$ cat src/rtl/des_pkg.sv
`timescale 1ns/1ps
// des_pkg: shared widths, bit-permutation helpers and substitution tables.
// Bit numbering follows the cipher convention: position 1 is the MSB.
package des_pkg;

    localparam int BLK_W  = 64;
    localparam int HALF_W = 32;
    localparam int KEY_W  = 48;
    localparam int NBOX   = 8;

    // Permutation applied to the 32-bit substitution output
    localparam int P_TAB [32] = '{16, 7, 20, 21, 29, 12, 28, 17,
                                  1, 15, 23, 26,  5, 18, 31, 10,
                                  2,  8, 24, 14, 32, 27,  3,  9,
                                  19, 13, 30,  6, 22, 11,  4, 25};

    // Source position for output position i (1-based) of the initial permutation
    function automatic int ip_src(input int i);
        int r, c, base;
        r = (i - 1) / 8;
        c = (i - 1) % 8;
        base = (r < 4) ? (58 + 2 * r) : (57 + 2 * (r - 4));
        return base - 8 * c;
    endfunction

    function automatic logic [BLK_W-1:0] perm_ip(input logic [BLK_W-1:0] x);
        logic [BLK_W-1:0] y;
        for (int i = 1; i <= BLK_W; i++) y[BLK_W-i] = x[BLK_W-ip_src(i)];
        return y;
    endfunction

    // Inverse of perm_ip
    function automatic logic [BLK_W-1:0] perm_fp(input logic [BLK_W-1:0] x);
        logic [BLK_W-1:0] y;
        for (int i = 1; i <= BLK_W; i++) y[BLK_W-ip_src(i)] = x[BLK_W-i];
        return y;
    endfunction

    // 32 -> 48 expansion: each group of six overlaps its neighbours by one bit
    function automatic logic [KEY_W-1:0] expand(input logic [HALF_W-1:0] r);
        logic [KEY_W-1:0] e;
        for (int g = 0; g < NBOX; g++)
            for (int j = 0; j < 6; j++)
                e[KEY_W-1-(6*g+j)] = r[HALF_W-1-((4*g+j+HALF_W-1) % HALF_W)];
        return e;
    endfunction

    function automatic logic [HALF_W-1:0] perm_p(input logic [HALF_W-1:0] x);
        logic [HALF_W-1:0] y;
        for (int i = 0; i < HALF_W; i++) y[HALF_W-1-i] = x[HALF_W-P_TAB[i]];
        return y;
    endfunction

    // 64 nibbles per box; entry (row*16+col) sits at nibble k from the MSB
    function automatic logic [255:0] sbox_table(input int id);
        case (id)
            0: return 256'hE4D12FB83A6C5907_0F74E2D1A6CB9538_41E8D62BFC973A50_FC8249175B3EA06D;
            1: return 256'hF18E6B34972DC05A_3D47F28EC01A69B5_0E7BA4D158C6932F_D8A13F42B67C05E9;
            2: return 256'hA09E63F51DC7B428_D709346A285ECBF1_D6498F30B12C5AE7_1AD069874FE3B52C;
            3: return 256'h7DE3069A1285BC4F_D8B56F03472C1AE9_A690CB7DF13E5284_3F06A1D8945BC72E;
            4: return 256'h2C417AB6853FD0E9_EB2C47D150FA3986_421BAD78F9C5630E_B8C71E2D6F09A453;
            5: return 256'hC1AF92680D34E75B_AF427C9561DE0B38_9EF528C3704A1DB6_432C95FABE17608D;
            6: return 256'h4B2EF08D3C975A61_D0B7491AE35C2F86_14BDC37EAF680592_6BD814A7950FE23C;
            default: return 256'hD2846FB1A93E50C7_1FD8A374C56B0E92_7B419CE206ADF358_21E74A8DFC90356B;
        endcase
    endfunction

endpackage

$ cat src/rtl/des_sbox.sv
`timescale 1ns/1ps
// des_sbox: one 6-in/4-out substitution box, chosen by BOX_ID.
// Assumes the outer input bits pick the row and the inner four the column.
module des_sbox #(
    parameter int BOX_ID = 0
) (
    input  logic [5:0] six_i,
    output logic [3:0] four_o
);
    localparam logic [255:0] TBL = des_pkg::sbox_table(BOX_ID);

    // Row/column lookup into the packed table
    always_comb begin
        int k;
        k = int'({six_i[5], six_i[0], six_i[4:1]});
        four_o = TBL[255 - 4*k -: 4];
    end
endmodule

$ cat src/rtl/des_round_f.sv
`timescale 1ns/1ps
// des_round_f: the cipher's round function on a 32-bit half and a 48-bit subkey.
// Purely combinational; expansion, key mix, eight boxes, then permutation.
module des_round_f
    import des_pkg::*;
(
    input  logic [HALF_W-1:0] half_i,
    input  logic [KEY_W-1:0]  key_i,
    output logic [HALF_W-1:0] f_o
);
    logic [KEY_W-1:0]  mixed;
    logic [HALF_W-1:0] subst;

    // Expand the half block and combine it with the subkey
    always_comb mixed = expand(half_i) ^ key_i;

    for (genvar g = 0; g < NBOX; g++) begin : g_box
        des_sbox #(.BOX_ID(g)) u_box (
            .six_i  (mixed[KEY_W-1-6*g -: 6]),
            .four_o (subst[HALF_W-1-4*g -: 4])
        );
    end

    // Scatter the substituted bits
    always_comb f_o = perm_p(subst);
endmodule

$ cat src/rtl/des_seq.sv
`timescale 1ns/1ps
// des_seq: round sequencer. Accepts a start while idle, counts ROUNDS busy
// cycles, flags the last one and publishes the subkey index in either order.
module des_seq #(
    parameter int ROUNDS = 16,
    localparam int CW = $clog2(ROUNDS)
) (
    input  logic          clk,
    input  logic          rst_n,
    input  logic          start_i,
    input  logic          decrypt_i,
    output logic          accept_o,
    output logic          last_o,
    output logic          busy_o,
    output logic          done_o,
    output logic [CW-1:0] idx_o
);
    logic [CW-1:0] cnt;
    logic          dec_q;

    // Start is taken only when no operation is running
    always_comb accept_o = start_i && !busy_o;
    always_comb last_o   = busy_o && (cnt == CW'(ROUNDS-1));

    // Counter, busy flag, completion pulse and latched direction
    always_ff @(posedge clk) begin
        if (!rst_n) begin
            cnt    <= '0;
            busy_o <= 1'b0;
            done_o <= 1'b0;
            dec_q  <= 1'b0;
        end else begin
            done_o <= last_o;
            if (accept_o) begin
                cnt    <= '0;
                busy_o <= 1'b1;
                dec_q  <= decrypt_i;
            end else if (last_o) begin
                cnt    <= '0;
                busy_o <= 1'b0;
            end else if (busy_o) begin
                cnt <= cnt + 1'b1;
            end
        end
    end

    // Reverse the index order for decryption
    always_comb idx_o = dec_q ? (CW'(ROUNDS-1) - cnt) : cnt;
endmodule

$ cat src/rtl/des_iter_core.sv
`timescale 1ns/1ps
// des_iter_core: iterative DES engine, one round per clock.
// Assumes round_key_i matches round_idx_o combinationally in the same cycle.
module des_iter_core
    import des_pkg::*;
#(
    parameter int ROUNDS = 16,
    localparam int IDX_W = $clog2(ROUNDS)
) (
    input  logic              clk,
    input  logic              rst_n,
    input  logic              start_i,
    input  logic              decrypt_i,
    input  logic [BLK_W-1:0]  data_i,
    input  logic [KEY_W-1:0]  round_key_i,
    output logic [IDX_W-1:0]  round_idx_o,
    output logic              busy_o,
    output logic [BLK_W-1:0]  result_o,
    output logic              done_o
);
    logic              accept, last;
    logic [HALF_W-1:0] left_q, right_q, f_val, new_right;

    des_seq #(.ROUNDS(ROUNDS)) u_seq (
        .clk       (clk),
        .rst_n     (rst_n),
        .start_i   (start_i),
        .decrypt_i (decrypt_i),
        .accept_o  (accept),
        .last_o    (last),
        .busy_o    (busy_o),
        .done_o    (done_o),
        .idx_o     (round_idx_o)
    );

    des_round_f u_f (
        .half_i (right_q),
        .key_i  (round_key_i),
        .f_o    (f_val)
    );

    always_comb new_right = left_q ^ f_val;

    // Half-block registers: load after the initial permutation, then one round per cycle
    always_ff @(posedge clk) begin
        if (!rst_n) begin
            left_q  <= '0;
            right_q <= '0;
        end else if (accept) begin
            {left_q, right_q} <= perm_ip(data_i);
        end else if (busy_o) begin
            left_q  <= right_q;
            right_q <= new_right;
        end
    end

    // Output register: swap halves after the last round and apply the final permutation
    always_ff @(posedge clk) begin
        if (!rst_n)    result_o <= '0;
        else if (last) result_o <= perm_fp({new_right, right_q});
    end
endmodule

$ cat config.mk
export PLATFORM = sky130hd
export DESIGN_NAME = des_iter_core
export DESIGN_NICKNAME = d
export VERILOG_FILES = /design/src/rtl/des_pkg.sv /design/src/rtl/des_sbox.sv /design/src/rtl/des_round_f.sv /design/src/rtl/des_seq.sv /design/src/rtl/des_iter_core.sv
export SDC_FILE = /design/constraint.sdc
export NUM_CORES = 1
export LEC_CHECK = 0
export ABC_AREA = 1
export BUFFER_PORTS_ARGS = -buffer_cell sky130_fd_sc_hd__buf_2
export CORE_ASPECT_RATIO = 0.9
export CORE_MARGIN = 1
export CORE_UTILIZATION = 62
export DETAILED_ROUTE_END_ITERATION = 16
export PLACE_DENSITY = 0.83
export SLEW_MARGIN = 20
export SYNTH_ARGS = -nofsm -noshare
export SYNTH_HDL_FRONTEND = slang
export SYNTH_SLANG_ARGS = --single-unit
export TNS_END_PERCENT = 1
$ cat constraint.sdc
create_clock -name clk -period 4.8 [get_ports clk]
set_input_delay 0.24 -clock clk [delete_from_list [all_inputs] [get_ports clk]]
set_output_delay 0.24 -clock clk [all_outputs]
set_load 0.05 [all_outputs]
==> flow_metrics.env, run 1 <==
export IMPL_outcome="completed"
export IMPL_clock_sinks=135
export IMPL_io_buffer_count=185
export IMPL_finalWirelength_um=34340
export IMPL_post_dp_hpwl_um=25030
export IMPL_switching_power_uw=1820
export IMPL_synthCells=1843
export IMPL_syn_to_final_growth_pct=14.72
export IMPL_setup_tns_ns=0
export IMPL_fmax_mhz=312.1
export IMPL_hold_path_class="in -> reg"
export IMPL_synth_area_leader_cell="nand2_1"
export IMPL_route_vias_total=12530
export IMPL_grt_util_all_layers=0.3813
export IMPL_ctsResizeCount=0
export IMPL_switching_share=0.4087
export IMPL_tightest_slew_ns=1.050
export IMPL_gp_congestion=0.9615
export IMPL_crit_fanout=65
export IMPL_holdWs_ns=0.08373
export IMPL_wl_per_cell_um=15.37
export IMPL_coreArea_mm2=0.01695
export IMPL_drt_initial_drc_count=1200
export IMPL_num_io_pins=186
export IMPL_synth_cell_types=29
export IMPL_viasPerCell=5.610
export IMPL_critPathKind="reg -> reg"
export IMPL_netlist_area_mm2=0.01079
export IMPL_yosysWarningCount=0
export IMPL_avgSynthCellArea_um2=5.854
export IMPL_fin_nets=2164
export IMPL_rsz0062_at_grt="false"
export IMPL_final_setup_skew_ns=0.01177
export IMPL_cp_arrival_ns=3.52
export IMPL_dieWidth_um=141.1
export IMPL_p_comb_frac=0.400
export IMPL_cts_tree="built"
export IMPL_ir_worst_vdd_uv=267.7
export IMPL_cts_path_max_buffers=2
export IMPL_finalHoldViolCount=0
export IMPL_synth_top_area_frac=0.2689
export IMPL_grt_pass1_wl_um=54530
export IMPL_synth_yosys_seq_area_share=0.2505
export IMPL_path_clk_slew_ns=0.06
export IMPL_grt_overflow=0
export IMPL_drive_above_1_share=0.1222
export IMPL_synth_seq_cells=135
export IMPL_cp_required_ns=5.11
export IMPL_first_global_vias=11170
export IMPL_p_seq_frac=0.285
export IMPL_slew_viol_final=0
export IMPL_place_ws_ns=2.091
export IMPL_finalCritPeriodShare=0.6676
export IMPL_start_kind="flip-flop"
export IMPL_grt_max_degree=66
export IMPL_antenna_found_initial=1
export IMPL_p_int_uw=2633
export IMPL_min_period_ns=3.204
export IMPL_drv_cap=0
export IMPL_setup_violations_final=0
export IMPL_p_leak_uw=0.006780
export IMPL_worst_slack_ns=1.596
export IMPL_relSlewSlack=0.2991
export IMPL_drc_errors=0
export IMPL_cts_made_buffers=17
export IMPL_crit_path_end_kind="flip-flop"
export IMPL_drtAntennaViolNets=0
export IMPL_root_buffer="clkbuf_16"
export IMPL_start_util=0.6366
export IMPL_hold_buffers=0
export IMPL_dieArea_mm2=0.01793
export IMPL_num_rows=45
export IMPL_p_per_area_mw_per_mm2=359.7
export IMPL_synthTopCellsByArea="nand2_1, dfxtp_1, nand3_1, inv_1, ha_1"
export IMPL_h_tree_depth=4
export IMPL_clockPowerShare=0.315
export IMPL_clock_latency_ns=0.43
export IMPL_dieHeight_um=127.1
export IMPL_dr_pass1_iters=6
export IMPL_synth_nets=2022
export IMPL_cts_setup_buffers=0
-- registers in the layout, summed over array words and instances, names as in the netlist --
name / count
u_seq.dec_q: 1
u_seq.cnt: 4
u_seq.done_o: 1
left_q: 32
u_seq.busy_o: 1
right_q: 32
result_o: 64
-- per-stage QoR --
step | total power (uW) | area (um2) | util | std cells
floorplan | 2606 | 10790 | - | 1843
finish | 4452 | 12380 | 0.7303 | 2234
global route | 4728 | 12370 | 0.7302 | 2233
CTS | 4405 | 12370 | 0.7299 | 2232
detailed placement | 3005 | 11750 | 0.6933 | 2201
global placement | 2989 | 11750 | 0.6933 | 2201
-- worst max-delay path: stages (launching register included) --
cell and delay (ns):
dfxtp_2 0.90, clkinv_1 0.32, buf_4 0.31, nand2_1 0.16
clkinv_2 0.74, nand2_1 0.29, o221ai_1 0.15, nand2_1 0.13
inv_1 0.05
-- power groups by stage --
stage / clock (uW) / sequential [uW] / combinational [uW]
global route: 1450 / 1270 / 2010
global placement: 0 / 1280 / 1710
finish: 1400 / 1270 / 1780
detailed placement: 0 / 1290 / 1720
CTS: 1400 / 1260 / 1740
floorplan: 0 / 1240 / 1370
-- logic make-up (layout without fill, tap and decap cells) --
| kind of cell | count (synthesis) | after routing | synth area share |
|---|---|---|---|
| AOI/OAI and AO/OA | 161 | 161 | 0.08211 |
| xor gates and xnor gates | 44 | 44 | 0.04511 |
| adders and majority gates | 63 | 63 | 0.07306 |
| buffers and inverters | 303 | 457 | 0.1121 |
| DFF | 135 | 135 | 0.2505 |
| other | 0 | 2 | 0 |
| and+or+nand+nor | 1137 | 1137 | 0.4371 |
-- Yosys cell counts (all sizes together) --
cell	count
nand3	342
nor3	1
nor2	15
a21oi	47
clkinv	2
ha	63
o221ai	17
xnor2	30
nand2	774
o211ai	5
nand4	2
clkbuf	28
nor3b	1
dfxtp	135
nand3b	2
inv	229
o21ai	92
xor2	14
buf	44
-- cell type report --
type | instances | area, um2
antenna | 2 | 5.005
sequential | 135 | 2704
timing repair buffer | 195 | 1001
clock buffer | 19 | 442.9
tap | 235 | 294.0
clock inverter | 12 | 177.7
fill | 1440 | 4571
multi-input combinational | 1405 | 6884
inverter | 231 | 868.3
-- placed cells by master (no fill, tap or decap), drive strengths merged --
| cell | synthesis | layout |
|---|---|---|
| nor2 | 15 | 15 |
| clkinv | 2 | 7 |
| o211ai | 5 | 5 |
| o221ai | 17 | 17 |
| xnor2 | 30 | 30 |
| buf | 44 | 195 |
| nand2 | 774 | 774 |
| xor2 | 14 | 14 |
| inv | 229 | 228 |
| nand3b | 2 | 2 |
| a21oi | 47 | 47 |
| bufinv | 0 | 4 |
| nand3 | 342 | 342 |
| nand4 | 2 | 2 |
| nor3 | 1 | 1 |
| nor3b | 1 | 1 |
| diode | 0 | 2 |
| ha | 63 | 63 |
| clkinvlp | 0 | 4 |
| o21ai | 92 | 92 |
| dfxtp | 135 | 135 |
| clkbuf | 28 | 19 |
-- routing by layer --
layer	part of all wire	vias to the layer above	GRT usage
met4	0.031	0	0.1432
met5	0	-	0
met2	0.44	766	0.6143
met3	0.11	82	0.07046
met1	0.42	5551	0.5084
li1	-	6133	-
-- final timing paths --
kind                start     endpoint  slack [ns]  cells after the start
min             decrypt_i  u_seq.dec_q        0.08                      3
max          u_seq.busy_o   left_q[13]        1.60                      8
max reg2reg  u_seq.busy_o   left_q[13]        1.60                      8
min reg2reg   result_o[8]  result_o[8]        0.45                      2
No activity file was read; power rests on OpenSTA's default activity.
==> run 2: changes to the inputs <==
--- a/config.mk
+++ b/config.mk
@@ -5,13 +5,13 @@
 export SDC_FILE = /design/constraint.sdc
 export NUM_CORES = 1
 export LEC_CHECK = 0
-export ABC_AREA = 1
+export ABC_AREA = 0
 export BUFFER_PORTS_ARGS = -buffer_cell sky130_fd_sc_hd__buf_2
 export CORE_ASPECT_RATIO = 0.9
 export CORE_MARGIN = 1
-export CORE_UTILIZATION = 62
+export CORE_UTILIZATION = 58
 export DETAILED_ROUTE_END_ITERATION = 16
-export PLACE_DENSITY = 0.83
+export PLACE_DENSITY = 0.78
 export SLEW_MARGIN = 20
 export SYNTH_ARGS = -nofsm -noshare
 export SYNTH_HDL_FRONTEND = slang
==> constraint.sdc (replaced) <==
create_clock -name clk -period 3 [get_ports clk]
set_input_delay 0.15 -clock clk [delete_from_list [all_inputs] [get_ports clk]]
set_output_delay 0.15 -clock clk [all_outputs]
set_load 0.05 [all_outputs]
==> run 2 against run 1 <==
  * Hold slack worse by 0.047 ns
  * First-iteration DRC count down 7.0%
  * Via count down 9.9%
  * Sequential share of layout area down 1.2 points
  * Clock power up 58%
  * Cell area up 6.0%
  * Synthesized area up 3.3%
  * Non-clock buffer count up 62
  * Count of clock-buffer cells in the layout down 1
  * Critical endpoint is now result_o[20]
  * Highest routed layer unchanged
==> flow_metrics.env, run 2 <==
export IMPL_cts_path_max_buffers=2
export IMPL_antenna_found_initial=0
export IMPL_synthCells=1399
export IMPL_slew_viol_final=0
export IMPL_use_met3=0.05411
export IMPL_final_setup_skew_ns=0.01558
export IMPL_start_kind="flip-flop"
export IMPL_grt_pass1_wl_um=54920
export IMPL_yosysWarningCount=0
export IMPL_cts_setup_buffers=0
export IMPL_cts_made_buffers=17
export IMPL_netlist_area_mm2=0.01115
export IMPL_synth_cell_types=74
export IMPL_synth_yosys_seq_area_share=0.2425
export IMPL_fin_nets=1746
export IMPL_synth_top_area_frac=0.2425
export IMPL_dr_pass1_iters=7
export IMPL_drc_errors=0
export IMPL_synth_nets=1578
export IMPL_fillers=1514
export IMPL_finalHoldViolCount=0
export IMPL_root_buffer="clkbuf_16"
export IMPL_finalCritPeriodShare=0.9309
export IMPL_avgSynthCellArea_um2=7.968
export IMPL_rsz0062_at_grt="false"
export IMPL_antenna_cells=0
export IMPL_setup_violations_final=0
export IMPL_first_global_vias=10140
export IMPL_syn_to_final_growth_pct=17.73
export IMPL_dieHeight_um=133.5
export IMPL_synth_edf_count=0
export IMPL_switching_power_uw=3378
export IMPL_io_buffer_count=185
export IMPL_busiest_layer="met2"
export IMPL_gp_congestion=0.9492
export IMPL_hold_path_class="in -> reg"
export IMPL_h_tree_depth=4
export IMPL_top_regs="result_o: 64 flops, left_q: 32 flops, right_q: 32 flops"
export IMPL_crit_path_end_kind="flip-flop"
export IMPL_cts_tree="built"
export IMPL_largest_register_ffs=64
export IMPL_fmax_mhz=358.1
export IMPL_layout_commonest_cell="buf_2"
export IMPL_grt_util_all_layers=0.3515
export IMPL_yosys_cell_count_top_type="nor2_1"
export IMPL_ys_flop_type="dfxtp_1"
export IMPL_p_seq_frac=0.252
export IMPL_met2_usage=0.5334
export IMPL_tightest_slew_ns=1.050
export IMPL_setup_tns_ns=0
export IMPL_dieArea_mm2=0.01978
export IMPL_cp_arrival_ns=3.07
export IMPL_finalPower_uw=8236
export IMPL_drt_initial_drc_count=1116
export IMPL_ir_worst_vdd_uv=426.0
export IMPL_min_period_ns=2.793
export IMPL_holdWs_ns=0.03638
export IMPL_dpl_cell_count=1792
export IMPL_num_io_pins=186
export IMPL_multi_input_area_mm2=0.007879
export IMPL_cp_required_ns=3.27
export IMPL_coreArea_mm2=0.01858
export IMPL_p_per_area_mw_per_mm2=627.6
export IMPL_cp_startpoint="right_q[9]"
export IMPL_synth_seq_cells=135
export IMPL_p_leak_uw=0.005635
export IMPL_grt_overflow=0
export IMPL_relSlewSlack=0.2951
export IMPL_clock_latency_ns=0.43
export IMPL_drive_above_1_share=0.2348
export IMPL_fin_util=0.7062
export IMPL_drtAntennaViolNets=0
export IMPL_viasPerCell=6.187
export IMPL_worst_r2r_startpoint="right_q[9]"
export IMPL_dieWidth_um=148.1
export IMPL_num_rows=47
export IMPL_drv_cap=0
export IMPL_switching_share=0.4101
export IMPL_crit_fanout=14
export IMPL_p_comb_frac=0.480
export IMPL_p_int_uw=4858
export IMPL_critPathKind="reg -> reg"
export IMPL_stdcell_count=1825
export IMPL_synthTopCellsByArea="dfxtp_1, ha_1, a21oi_1, mux2i_1, nor2_1"
export IMPL_worstHoldStart="data_i[51]"
export IMPL_grt_max_degree=72
export IMPL_async_flop_share=0
export IMPL_outcome="completed"
export IMPL_route_vias_total=11290
export IMPL_post_dp_hpwl_um=25860
export IMPL_synth_area_leader_cell="dfxtp_1"
export IMPL_path_clk_slew_ns=0.07
export IMPL_netlist_top_cells_count="nor2_1, nand2_1, a21oi_1"
export IMPL_final_cell_mix="buf_2, nor2_1, nand2_1"
export IMPL_clock_sinks=135
export IMPL_area_sequential_mm2=0.002706
export IMPL_start_util=0.5999
export IMPL_wl_per_cell_um=19.44
export IMPL_met1_usage=0.5146
export IMPL_finalWirelength_um=35480
export IMPL_clockPowerShare=0.268
export IMPL_largest_register="result_o"
-- run 2: cell count changes after synthesis, sizes merged, moves of 20 or more --
| cell | previous run | this run |
|---|---|---|
| xor2 | 14 | 68 |
| nor3 | 1 | 29 |
| nand3 | 342 | 51 |
| mux2 | 0 | 25 |
| o211ai | 5 | 25 |
| inv | 229 | 34 |
| nor2 | 15 | 152 |
| nand2 | 774 | 145 |
| a211oi | 0 | 36 |
| a21oi | 47 | 136 |
| clkbuf | 28 | 62 |
| xnor2 | 30 | 65 |
| mux2i | 0 | 65 |
-- run 2: area by class of cell --
type | instances | share of cell area
clock buffer | 18 | 0.03270
clock inverter | 14 | 0.01335
inverter | 35 | 0.01001
multi-input combinational | 1121 | 0.6003
sequential | 135 | 0.2062
tap | 245 | 0.02336
timing repair buffer | 257 | 0.1140
-- run 2: kinds of logic (layout without fill, tap and decap cells) --
group | Yosys count | after routing | synth area share
flip-flops | 135 | 135 | 0.2425
multiplexers | 109 | 109 | 0.1220
AO/OA/AOI/OAI | 378 | 378 | 0.2135
adder cells (fa/ha/maj) | 63 | 63 | 0.07072
buffers and inverters | 143 | 324 | 0.05377
AND/OR/NAND/NOR | 438 | 438 | 0.1742
XOR/XNOR | 133 | 133 | 0.1234
-- run 2: worst paths after layout --
check                       to  depth (start not counted)  slack [ns]
hold reg to reg   result_o[39]                          2        0.45
setup reg to reg  result_o[20]                          8        0.21
setup / recovery  result_o[20]                          8        0.21
hold / removal      right_q[9]                          3        0.04
-- run 2: power groups by stage --
stage	clock network, uW	logic (uW)	registers [uW]
3_5_place_dp	0	3840	2100
3_3_place_gp	0	3800	2100
5_1_grt	2300	4300	2080
6_report	2210	3950	2070
4_1_cts	2220	3870	2060
2_1_floorplan	0	2920	2010
-- run 2: stage by stage --
stage,area (um2),setup WS (ns)
3_5_place_dp,12480,0.2402
3_3_place_gp,12480,0.2572
4_1_cts,13100,0.2131
2_1_floorplan,11150,0.2365
5_1_grt,13120,0.005332
6_report,13120,0.2073
-- run 2: repair_timing --
item,CTS,global route
resized for setup,0,3
endpoints found under the hold margin,1,0
hold buffers,1,0
setup endpoints to repair,0,5
-- run 2: layer usage --
metal	routed length (um)	vias up
met5	0	-
met4	695	0
met3	2869	50
met2	15650	516
met1	16260	5363
li1	-	5363
-- run 2: critical path: stages (launching register included) --
cell,delay (ns)
dfxtp_1,0.53
xor2_2,0.39
ha_1,0.47
mux4_2,0.52
nor2_1,0.12
a31oi_1,0.05
o21ai_1,0.22
xor2_1,0.23
a211oi_1,0.11
